$ cat config.mk
export PLATFORM = sky130hd
export DESIGN_NAME = bus_handover_seq
export DESIGN_NICKNAME = d
export VERILOG_FILES = /design/src/rtl/bho_pkg.sv /design/src/rtl/bho_dwell_timer.sv /design/src/rtl/bho_phase_fsm.sv /design/src/rtl/bho_ctl_decode.sv /design/src/rtl/bus_handover_seq.sv
export SDC_FILE = /design/constraint.sdc
export NUM_CORES = 1
export LEC_CHECK = 0
export BUFFER_PORTS_ARGS = -buffer_cell sky130_fd_sc_hd__clkbuf_2
export CAP_MARGIN = 20
export CORE_AREA = 8 8 45 47
export CTS_CLUSTER_SIZE = 24
export DETAILED_ROUTE_END_ITERATION = 12
export DIE_AREA = 0 0 53 55
export SLEW_MARGIN = 10
export SYNTH_ARGS = -nofsm -noshare
export SYNTH_HDL_FRONTEND = slang
export SYNTH_SLANG_ARGS = --single-unit
$ cat constraint.sdc
create_clock -name clk -period 2.7 [get_ports clk]
set_clock_uncertainty 0.15 [all_clocks]
set_input_delay 0.54 -clock clk [delete_from_list [all_inputs] [get_ports clk]]
set_output_delay 0.54 -clock clk [all_outputs]
set_load 0.05 [all_outputs]
$ cat src/rtl/bho_pkg.sv
package bho_pkg;

  typedef enum logic [2:0] {
    PH_IDLE,
    PH_REQ,
    PH_AEN,
    PH_LEAD,
    PH_BOTH,
    PH_TAIL,
    PH_UNACK,
    PH_RELS
  } phase_e;

  typedef struct packed {
    logic hold;
    logic aen;
    logic dack;
    logic mrd;
    logic iow;
    logic ird;
    logic mwr;
  } bus_ctl_t;

endpackage

$ cat src/rtl/bho_dwell_timer.sv
module bho_dwell_timer #(
  parameter int CW = 2
) (
  input  logic          clk,
  input  logic          rst_n,
  input  logic          restart,
  input  logic [CW-1:0] len,
  output logic          expire
);

  localparam logic [CW-1:0] ONE = CW'(1);

  logic [CW-1:0] cnt_q;
  logic [CW-1:0] cnt_d;
  logic          cnt_en;

  assign expire = (cnt_q == (len - ONE));
  assign cnt_en = restart | ~expire;

  always_comb begin
    if (restart) cnt_d = '0;
    else         cnt_d = cnt_q + ONE;
  end

  always_ff @(posedge clk or negedge rst_n) begin
    if (!rst_n)      cnt_q <= '0;
    else if (cnt_en) cnt_q <= cnt_d;
  end

endmodule

$ cat src/rtl/bho_phase_fsm.sv
module bho_phase_fsm
  import bho_pkg::*;
#(
  parameter int CW          = 2,
  parameter int OVERLAP_CYC = 2,
  parameter int SEP_CYC     = 2,
  parameter int PULSE_CYC   = 3
) (
  input  logic          clk,
  input  logic          rst_n,
  input  logic          dma_req,
  input  logic          hold_ack,
  input  logic          to_disk,
  input  logic          expire,
  output logic          restart,
  output logic [CW-1:0] len,
  output phase_e        phase_q,
  output logic          dir_q
);

  phase_e phase_d;
  logic   dir_en;

  always_comb begin
    phase_d = phase_q;
    unique case (phase_q)
      PH_IDLE:  if (dma_req) phase_d = PH_REQ;
      PH_REQ: begin
        if (hold_ack)     phase_d = PH_AEN;
        else if (!dma_req) phase_d = PH_IDLE;
      end
      PH_AEN: begin
        if (!hold_ack)   phase_d = PH_RELS;
        else if (expire) phase_d = PH_LEAD;
      end
      PH_LEAD: begin
        if (!hold_ack)   phase_d = PH_UNACK;
        else if (expire) phase_d = PH_BOTH;
      end
      PH_BOTH:  if (!hold_ack || expire) phase_d = PH_TAIL;
      PH_TAIL:  if (expire) phase_d = PH_UNACK;
      PH_UNACK: if (expire) phase_d = PH_RELS;
      PH_RELS:  phase_d = PH_IDLE;
      default:  phase_d = PH_IDLE;
    endcase
  end

  always_comb begin
    unique case (phase_q)
      PH_AEN, PH_UNACK: len = CW'(OVERLAP_CYC);
      PH_LEAD, PH_TAIL: len = CW'(SEP_CYC);
      PH_BOTH:          len = CW'(PULSE_CYC);
      default:          len = CW'(1);
    endcase
  end

  assign restart = (phase_d != phase_q);
  assign dir_en  = (phase_q == PH_REQ) & hold_ack;

  always_ff @(posedge clk or negedge rst_n) begin
    if (!rst_n) phase_q <= PH_IDLE;
    else        phase_q <= phase_d;
  end

  always_ff @(posedge clk or negedge rst_n) begin
    if (!rst_n)      dir_q <= 1'b0;
    else if (dir_en) dir_q <= to_disk;
  end

endmodule

$ cat src/rtl/bho_ctl_decode.sv
module bho_ctl_decode
  import bho_pkg::*;
(
  input  phase_e   phase,
  input  logic     dir,
  output bus_ctl_t ctl
);

  logic drv_stage;
  logic lead_on;
  logic trail_on;

  always_comb begin
    drv_stage = 1'b0;
    lead_on   = 1'b0;
    trail_on  = 1'b0;
    unique case (phase)
      PH_AEN, PH_UNACK: drv_stage = 1'b1;
      PH_LEAD, PH_TAIL: begin
        drv_stage = 1'b1;
        lead_on   = 1'b1;
      end
      PH_BOTH: begin
        drv_stage = 1'b1;
        lead_on   = 1'b1;
        trail_on  = 1'b1;
      end
      default: ;
    endcase
  end

  always_comb begin
    ctl.hold = (phase != PH_IDLE);
    ctl.aen  = drv_stage;
    ctl.dack = lead_on;
    ctl.mrd  = lead_on  &  dir;
    ctl.iow  = trail_on &  dir;
    ctl.ird  = lead_on  & ~dir;
    ctl.mwr  = trail_on & ~dir;
  end

endmodule

$ cat src/rtl/bus_handover_seq.sv
module bus_handover_seq
  import bho_pkg::*;
#(
  parameter int OVERLAP_CYC = 2,
  parameter int SEP_CYC     = 2,
  parameter int PULSE_CYC   = 3
) (
  input  logic clk,
  input  logic rst_n,
  input  logic dma_req,
  input  logic to_disk,
  input  logic hold_ack,
  output logic bus_hold_req,
  output logic addr_en,
  output logic dma_ack,
  output logic mem_rd_stb,
  output logic io_wr_stb,
  output logic io_rd_stb,
  output logic mem_wr_stb
);

  localparam int MAX_AB = (OVERLAP_CYC > SEP_CYC) ? OVERLAP_CYC : SEP_CYC;
  localparam int MAXD   = (MAX_AB > PULSE_CYC) ? MAX_AB : PULSE_CYC;
  localparam int CW     = $clog2(MAXD + 1);

  logic          restart;
  logic          expire;
  logic [CW-1:0] len;
  phase_e        phase_q;
  logic          dir_q;
  bus_ctl_t      ctl;

  bho_phase_fsm #(
    .CW          (CW),
    .OVERLAP_CYC (OVERLAP_CYC),
    .SEP_CYC     (SEP_CYC),
    .PULSE_CYC   (PULSE_CYC)
  ) u_fsm (
    .clk      (clk),
    .rst_n    (rst_n),
    .dma_req  (dma_req),
    .hold_ack (hold_ack),
    .to_disk  (to_disk),
    .expire   (expire),
    .restart  (restart),
    .len      (len),
    .phase_q  (phase_q),
    .dir_q    (dir_q)
  );

  bho_dwell_timer #(
    .CW (CW)
  ) u_tmr (
    .clk     (clk),
    .rst_n   (rst_n),
    .restart (restart),
    .len     (len),
    .expire  (expire)
  );

  bho_ctl_decode u_dec (
    .phase (phase_q),
    .dir   (dir_q),
    .ctl   (ctl)
  );

  assign bus_hold_req = ctl.hold;
  assign addr_en      = ctl.aen;
  assign dma_ack      = ctl.dack;
  assign mem_rd_stb   = ctl.mrd;
  assign io_wr_stb    = ctl.iow;
  assign io_rd_stb    = ctl.ird;
  assign mem_wr_stb   = ctl.mwr;

endmodule

==> results of run 1 <==
-- flip-flops by register name (all words and copies together), names as in the netlist --
signal and flops:
u_fsm.phase_q 3, u_tmr.cnt_q 2, u_fsm.dir_q 1
-- metrics by stage --
stage	cell area [µm²]	std cells	setup WS, ps	hold WS, ps	utilization (%)
floorplan	491.7	59	65.63	94.41	-
CTS	581.8	86	373.7	366.3	42.04
finish	581.8	86	369.4	371.5	42.04
global placement	549.3	82	702.6	220.3	39.69
global route	581.8	86	238.2	372.0	42.04
detailed placement	549.3	82	634.7	218.1	39.69
-- layer usage --
metal / vias up / global-route usage [%] / share of wire (%)
met5: - / 0 / 0
met4: 0 / 7.759 / 1.3
met3: 2 / 2.674 / 4.4
met2: 5 / 11.72 / 50
met1: 195 / 8.629 / 44
li1: 236 / - / -
-- worst min-delay path by stage --
stage             from        endpoint  depth (start not counted)
2_1_floorplan    rst_n     u_fsm.dir_q                          0
3_3_place_gp     rst_n  u_tmr.cnt_q[1]                          1
3_5_place_dp     rst_n  u_tmr.cnt_q[1]                          1
4_1_cts        to_disk     u_fsm.dir_q                          2
5_1_grt        to_disk     u_fsm.dir_q                          2
6_report       to_disk     u_fsm.dir_q                          2
-- cell usage in the layout, fill, tap and decap left out, types with 2 or more instances in the layout --
master,netlist,routed
o21ai_0,6,6
nand2_1,3,3
clkbuf_4,0,3
nor2_1,9,9
a21oi_1,4,4
dfrtp_1,6,6
o22a_1,2,2
and3_1,2,2
a21boi_0,2,2
clkbuf_2,0,11
-- logic make-up after synthesis --
kind of cell	after synthesis	share of synthesized area (%)
compound gates	18	24.23
buf+inv	5	5.154
flops	6	30.93
mux	4	8.763
simple gates	26	30.93
-- area by class of cell --
type,count,share of cell area [%]
Clock buffer,3,3.871
Multi-Input combinational cell,48,54.41
Sequential cell,6,25.81
Tap cell,16,3.441
Timing Repair Buffer,13,12.47
-- critical path, cell delays in order (launching register included) --
cell and delay (ps):
dfrtp_1 570, nand2_1 170, mux2i_2 210, nor2b_2 170
clkbuf_2 280
==> flow_summary.ini, run 1 <==
[cells_and_area]
fillers = 147
nets = 77
multi_input_area_um2 = 316.6
layout-drive-gt1-share_pct = 28.57
seqCellArea_um2 = 150.1
antenna_cells = 0
syn_to_final_growth_pct = 19.85

[yosys]
synth-edff-count = 0
netlist_top_cells_count = nor2_1 (9), dfrtp_1 (6), o21ai_0 (6)
synth_most_common_cell = nor2_1
synthCells = 59
ys.flop_type = dfrtp_1
yosys-top-cells-area = dfrtp_1 (31%), nor2_1 (7.0%), o21ai_0 (6.2%)
synth_area_um2 = 485.5
ys_seq_elements = 6
seq_area_frac_synth_pct = 30.93
postSynthAreaPerCell_um2 = 8.228
synth_async_sr_flop_share_pct = 100.0
ys_types = 28
ys_warn_count = 0
syn_nets = 64
yosysTopAreaCell = dfrtp_1
synth_top_area_share_pct = 30.93

[detailed_routing]
drc = 0
drtIter0Drc = 5
ant_nets = 0
wl_per_cell_um = 12.23
first_pass_iters = 4
routed_via_density = 5.093
routed_wl_um = 1052
num_vias = 438

[sta]
slew_violations = 0
setup_tns_ps = 0
slew_headroom_pct = 73.42
setup_viol = 0
fin_crit_sh_pct = 86.32
fmax_mhz = 429.1
tightestPinTransition_ps = 398.6
rsz0062_at_grt = false
min_period_ps = 2331
finalHoldViolations = 0

[worst_setup_path]
worstSetupPathType = reg2out
critical_path_required_ps = 2010
r2r_start = u_fsm.phase_q[1]
crit_path_end_kind = output pin
r2r_cells = 2
r2r_slack_ps = 1120
crit_end = io_rd_stb
worstPathArrival_ps = 1640
critPathMaxFanout = 14
r2r-end = u_fsm.dir_q
start_kind = flop
startpoint = u_fsm.phase_q[1]

[clock_network]
ctsHtreeMaxLevel = 1
cts_resized = 0
clk_pin_slew_ps = 40
clock_sinks = 6
cts_tree = yes
post_cts_buffers = 0
root_buffer = clkbuf_4
cts_made_buffers = 3
cts_buffer_depth = 2
insertion_delay_ps = 240
hold_buffers = 1

[run]
drv_cap = 0

[floorplan]
dieArea_um2 = 2915
rows = 14
core_area_um2 = 1384
ios = 12
initial_core_util_pct = 35.08
die_w_um = 53
die_h_um = 55

[grt]
grt_pass1_wl_um = 1642
grt_overflow = 0
antenna_found_initial = 0
grt_max_degree = 17
grt_util_all_layers_pct = 7.908
grt_pass1_vias = 390

[placement]
place_congestion = 0.7118
post-dp-hpwl_um = 808.4
io_buffer_count = 11

[hold_path]
hp-class = in2reg

[status]
status = finished, final reports clean
Power of run 1 is left out: the tool's default activity adds up to more than one toggle a clock period on the data nets, which glitch-free logic cannot reach.
==> inputs of run 2 (changes only) <==
Settings changed: CAP_MARGIN 20 to not set.
Clock period 2.7 ns to 1.9 ns, I/O delays scaled along.
==> run 2 against run 1 <==
Compared with the run above:
- die area is the same
- final cell count increased by 7.0%
- sequential share of layout area down 3.2 points
- critical endpoint is now io_wr_stb
- count of clock-buffer cells in the layout unchanged
- flip-flop and latch count did not move
==> flow_summary.ini, run 2 (same netlist as run 1, synthesis figures left out) <==
[clock_network]
insertion_delay_ps = 240
clock_sinks = 6
cts_made_buffers = 3
cts_tree = yes
clk_pin_slew_ps = 40
cts_buffer_depth = 2
ctsHtreeMaxLevel = 1
root_buffer = clkbuf_4

[worst_setup_path]
crit_path_end_kind = output pin
path_buf_inv = 1
start_kind = flop
worstPathCellList = nor2_1, and3_1, clkbuf_2
crit_path_max_incr_delay_ps = 440
critPathMaxFanout = 6
worstPathArrival_ps = 1300
critical_path.top_delay_family = flip-flops
slowest_stage = dfrtp_2
worstSetupPathType = reg2out
critical_path_required_ps = 1370

[floorplan]
ios = 12
initial_core_util_pct = 35.08
rows = 14
die_w_um = 53
dieArea_um2 = 2915
die_h_um = 55
core_area_um2 = 1384

[sta]
slew_headroom_pct = 77.30
slew_violations = 0
min_period_ps = 1833
finalHoldViolations = 0
rsz0062_at_grt = false
tightestPinTransition_ps = 335.9
setup_viol = 0
fmax_mhz = 545.5
fin_crit_sh_pct = 96.48

[placement]
place_area_um2 = 611.8
place_congestion = 0.7203
dp_cells = 84
post-dp-hpwl_um = 876.5
io_buffer_count = 11

[cells_and_area]
top_regs = u_fsm.phase_q x3, u_tmr.cnt_q x2, u_fsm.dir_q x1
layout-drive-gt1-share_pct = 42.11
largest_reg_flops = 3
nets = 83
final_common_cell = clkbuf_2
syn_to_final_growth_pct = 39.95
layout_common_cells = clkbuf_2 (9), nor2_1 (8), o21ai_0 (6)
fin_util_pct = 49.10
antenna_cells = 0
top_register = u_fsm.phase_q
post-route-cell-area_um2 = 679.4
instances_no_fill = 92

[grt]
grt_util_met2_pct = 14.06
grt_pass1_vias = 465
grt_util_all_layers_pct = 8.681
grt_overflow = 0
grt_most_used_layer = met2
met1_usage_pct = 9.877
grt_max_degree = 14
met3_usage_pct = 1.070
grt_pass1_wl_um = 1897
antenna_found_initial = 0

[detailed_routing]
ant_nets = 0
wl_per_cell_um = 12.66
drtIter0Drc = 7
drc = 0
first_pass_iters = 3
routed_via_density = 5.457
num_vias = 502
routed_wl_um = 1165

[run]
drv_cap = 0

[status]
status = finished, final reports clean

[hold_path]
hp-class = in2reg
## run 2: cell types whose count changed in the layout (fill, tap and decap cells not counted), moves of 2 or more
cell	previous run	this run
dfrtp_2	0	3
buf_2	0	2
dfrtp_1	6	3
buf_4	1	4
buf_12	0	2
clkbuf_2	11	9
## run 2: repair_timing
item,CTS,global route
hold buffers,1,0
setup buffers,0,4
endpoints found under the setup margin,7,6
hold endpoints to repair,6,0
resized for setup,3,4
## run 2: path summary, 6_finish.rpt
check | cells after the start | end | slack (ps) | startpoint
setup / recovery | 3 | io_wr_stb | 70 | u_fsm.phase_q[1]
hold / removal | 2 | u_fsm.dir_q | 210 | to_disk
setup reg to reg | 6 | u_tmr.cnt_q[1] | 210 | u_fsm.phase_q[2]
hold reg to reg | 1 | u_fsm.dir_q | 460 | u_fsm.dir_q
max in group asynchronous | 2 | u_fsm.phase_q[2] | 1110 | rst_n
min in group asynchronous | 2 | u_fsm.dir_q | 340 | rst_n
## run 2: layout make-up
cell class | instances | area, µm²
Clock buffer | 3 | 22.52
Fill cell | 137 | 704.4
Multi-Input combinational cell | 48 | 336.6
Sequential cell | 6 | 153.9
Tap cell | 16 | 20.02
Timing Repair Buffer | 19 | 146.4
## run 2: routing by layer
| layer | share of wire (%) | vias up |
|---|---|---|
| met1 | 46 | 240 |
| met2 | 49 | 8 |
| met3 | 2.5 | 4 |
| li1 | - | 250 |
| met4 | 2.4 | 0 |
| met5 | 0 | - |
## run 2: metrics by stage
step           setup slack (ps)  TNS, ps  hold slack [ps]
6_report                  66.92        0            210.3
5_1_grt                   5.095        0            221.2
4_1_cts                   14.98        0            200.5
3_5_place_dp              147.7        0            57.18
3_3_place_gp              172.9        0            55.76
2_1_floorplan            -91.03   -154.6           -65.59
Power of run 2 is left out for the same reason.
==> inputs of run 3 (changes only) <==
Settings changed: PLACE_DENSITY set to 0.58.
==> run 3 against run 2 <==
Compared with the run above:
- via count decreased by 8.2%
- utilization decreased by 1.4 points
- design area decreased by 2.9%
- critical endpoint is now mem_rd_stb
- routed wire length decreased by 4.7%
- maximum frequency decreased by 1.4%
- critical path depth increased by 1
- final cell count decreased by 3.3%
- largest cell class unchanged
- worst hold slack improved by 7.6 ps
- sequential share of layout area increased by 0.50 points
- critical path type unchanged
==> flow_summary.ini, run 3 (same netlist as run 1, synthesis figures left out) <==
[worst_setup_path]
critical_path_required_ps = 1370
critical_path.top_delay_family = flip-flops
slowest_stage = dfrtp_2
r2r-end = u_fsm.dir_q
worstSetupPathType = reg2out
crit_path_max_incr_delay_ps = 460
r2r_slack_ps = 320
worstPathCellList = buf_4, mux2i_4, and2_2, buf_12
critPathMaxFanout = 10
worstPathArrival_ps = 1330
start_kind = flop
r2r_start = u_fsm.phase_q[1]
path_buf_inv = 2
crit_path_end_kind = output pin
r2r_cells = 3

[floorplan]
die_w_um = 53
dieArea_um2 = 2915
core_area_um2 = 1384
die_h_um = 55
rows = 14
initial_core_util_pct = 35.08
ios = 12

[detailed_routing]
drtIter0Drc = 4
drc = 0
routed_wl_um = 1110
first_pass_iters = 2
routed_via_density = 5.180
num_vias = 461
ant_nets = 0
wl_per_cell_um = 12.47

[sta]
slew_violations = 0
finalHoldViolations = 0
fin_crit_sh_pct = 97.80
fmax_mhz = 538.2
holdWs_ps = 217.9
setup_viol = 0
setup_tns_ps = 0
tightestPinTransition_ps = 302.2
rsz0062_at_grt = true
slew_headroom_pct = 79.58
min_period_ps = 1858

[cells_and_area]
nets = 80
antenna_cells = 0
final_common_cell = clkbuf_2
top_register = u_fsm.phase_q
largest_reg_flops = 3
top_regs = u_fsm.phase_q x3, u_tmr.cnt_q x2, u_fsm.dir_q x1
syn_to_final_growth_pct = 35.82
fillers = 140
layout_common_cells = clkbuf_2 (8), nor2_1 (7), o21ai_0 (6)
layout-drive-gt1-share_pct = 38.36

[status]
status = finished, final reports clean

[hold_path]
min_to = u_fsm.dir_q
min-delay-start = to_disk
min_path_cells = 2
hp-class = in2reg

[grt]
grt_max_degree = 13
grt_util_all_layers_pct = 7.963
met1_usage_pct = 10.48
grt_pass1_wl_um = 1842
grt_pass1_vias = 424
antenna_found_initial = 0
grt_overflow = 0
grt_most_used_layer = met2
grt_util_met2_pct = 12.70
met3_usage_pct = 1.604

[clock_network]
clk_pin_slew_ps = 40
insertion_delay_ps = 230
cts_buffer_depth = 2
clock_sinks = 6
ctsHtreeMaxLevel = 1
cts_tree = yes
cts_made_buffers = 3
root_buffer = clkbuf_4

[placement]
place_congestion = 0.8654
post-dp-hpwl_um = 900
io_buffer_count = 11

[run]
drv_cap = 0
run 3: cell types whose count changed in the layout (fill, tap and decap cells not counted), sizes merged:
cell  previous run  this run
buf              9         6
run 3: metal layers:
| layer | part of all wire (%) | wire, µm | vias up |
|---|---|---|---|
| met5 | 0 | 0 | - |
| met3 | 4.0 | 44 | 0 |
| met4 | 0 | 0 | 0 |
| met2 | 47 | 519 | 5 |
| met1 | 49 | 546 | 210 |
| li1 | - | - | 246 |
run 3: repair_timing:
action / 4_1_cts / 5_1_grt
buffers inserted: 0 / 0
setup endpoints to repair: 2 / 2
gates resized for setup: 2 / 3
hold buffers: 1 / 0
hold endpoints to repair: 6 / 0
run 3: cell type report:
cell class | instances | area (µm²) | share of cell area, %
Clock buffer | 3 | 22.52 | 3.416
Multi-Input combinational cell | 48 | 336.6 | 51.04
Timing Repair Buffer | 16 | 127.6 | 19.35
Tap cell | 16 | 20.02 | 3.036
Sequential cell | 6 | 152.6 | 23.15
run 3: worst max-delay path by stage:
| stage | from | to | slack, ps | cells past startpoint |
|---|---|---|---|---|
| 6_report | u_fsm.phase_q[1] | mem_rd_stb | 40 | 4 |
| 3_5_place_dp | u_fsm.phase_q[2] | io_rd_stb | 240 | 3 |
| 3_3_place_gp | u_fsm.phase_q[2] | io_rd_stb | 240 | 3 |
| 4_1_cts | u_fsm.phase_q[1] | mem_wr_stb | 30 | 4 |
| 5_1_grt | u_fsm.phase_q[0] | io_rd_stb | -10 | 4 |
| 2_1_floorplan | u_fsm.phase_q[2] | io_rd_stb | -90 | 4 |
run 3: per-stage QoR:
stage / cells / area, µm² / worst slack (ps) / util, %
floorplan: 59 / 526.8 / -91.03 / -
global placement: 85 / 619.3 / 243.5 / 44.76
detailed placement: 85 / 619.3 / 238.5 / 44.76
CTS: 89 / 654.4 / 30.22 / 47.29
global route: 89 / 659.4 / -12.33 / 47.65
finish: 89 / 659.4 / 41.82 / 47.65
Power of run 3 is left out for the same reason.
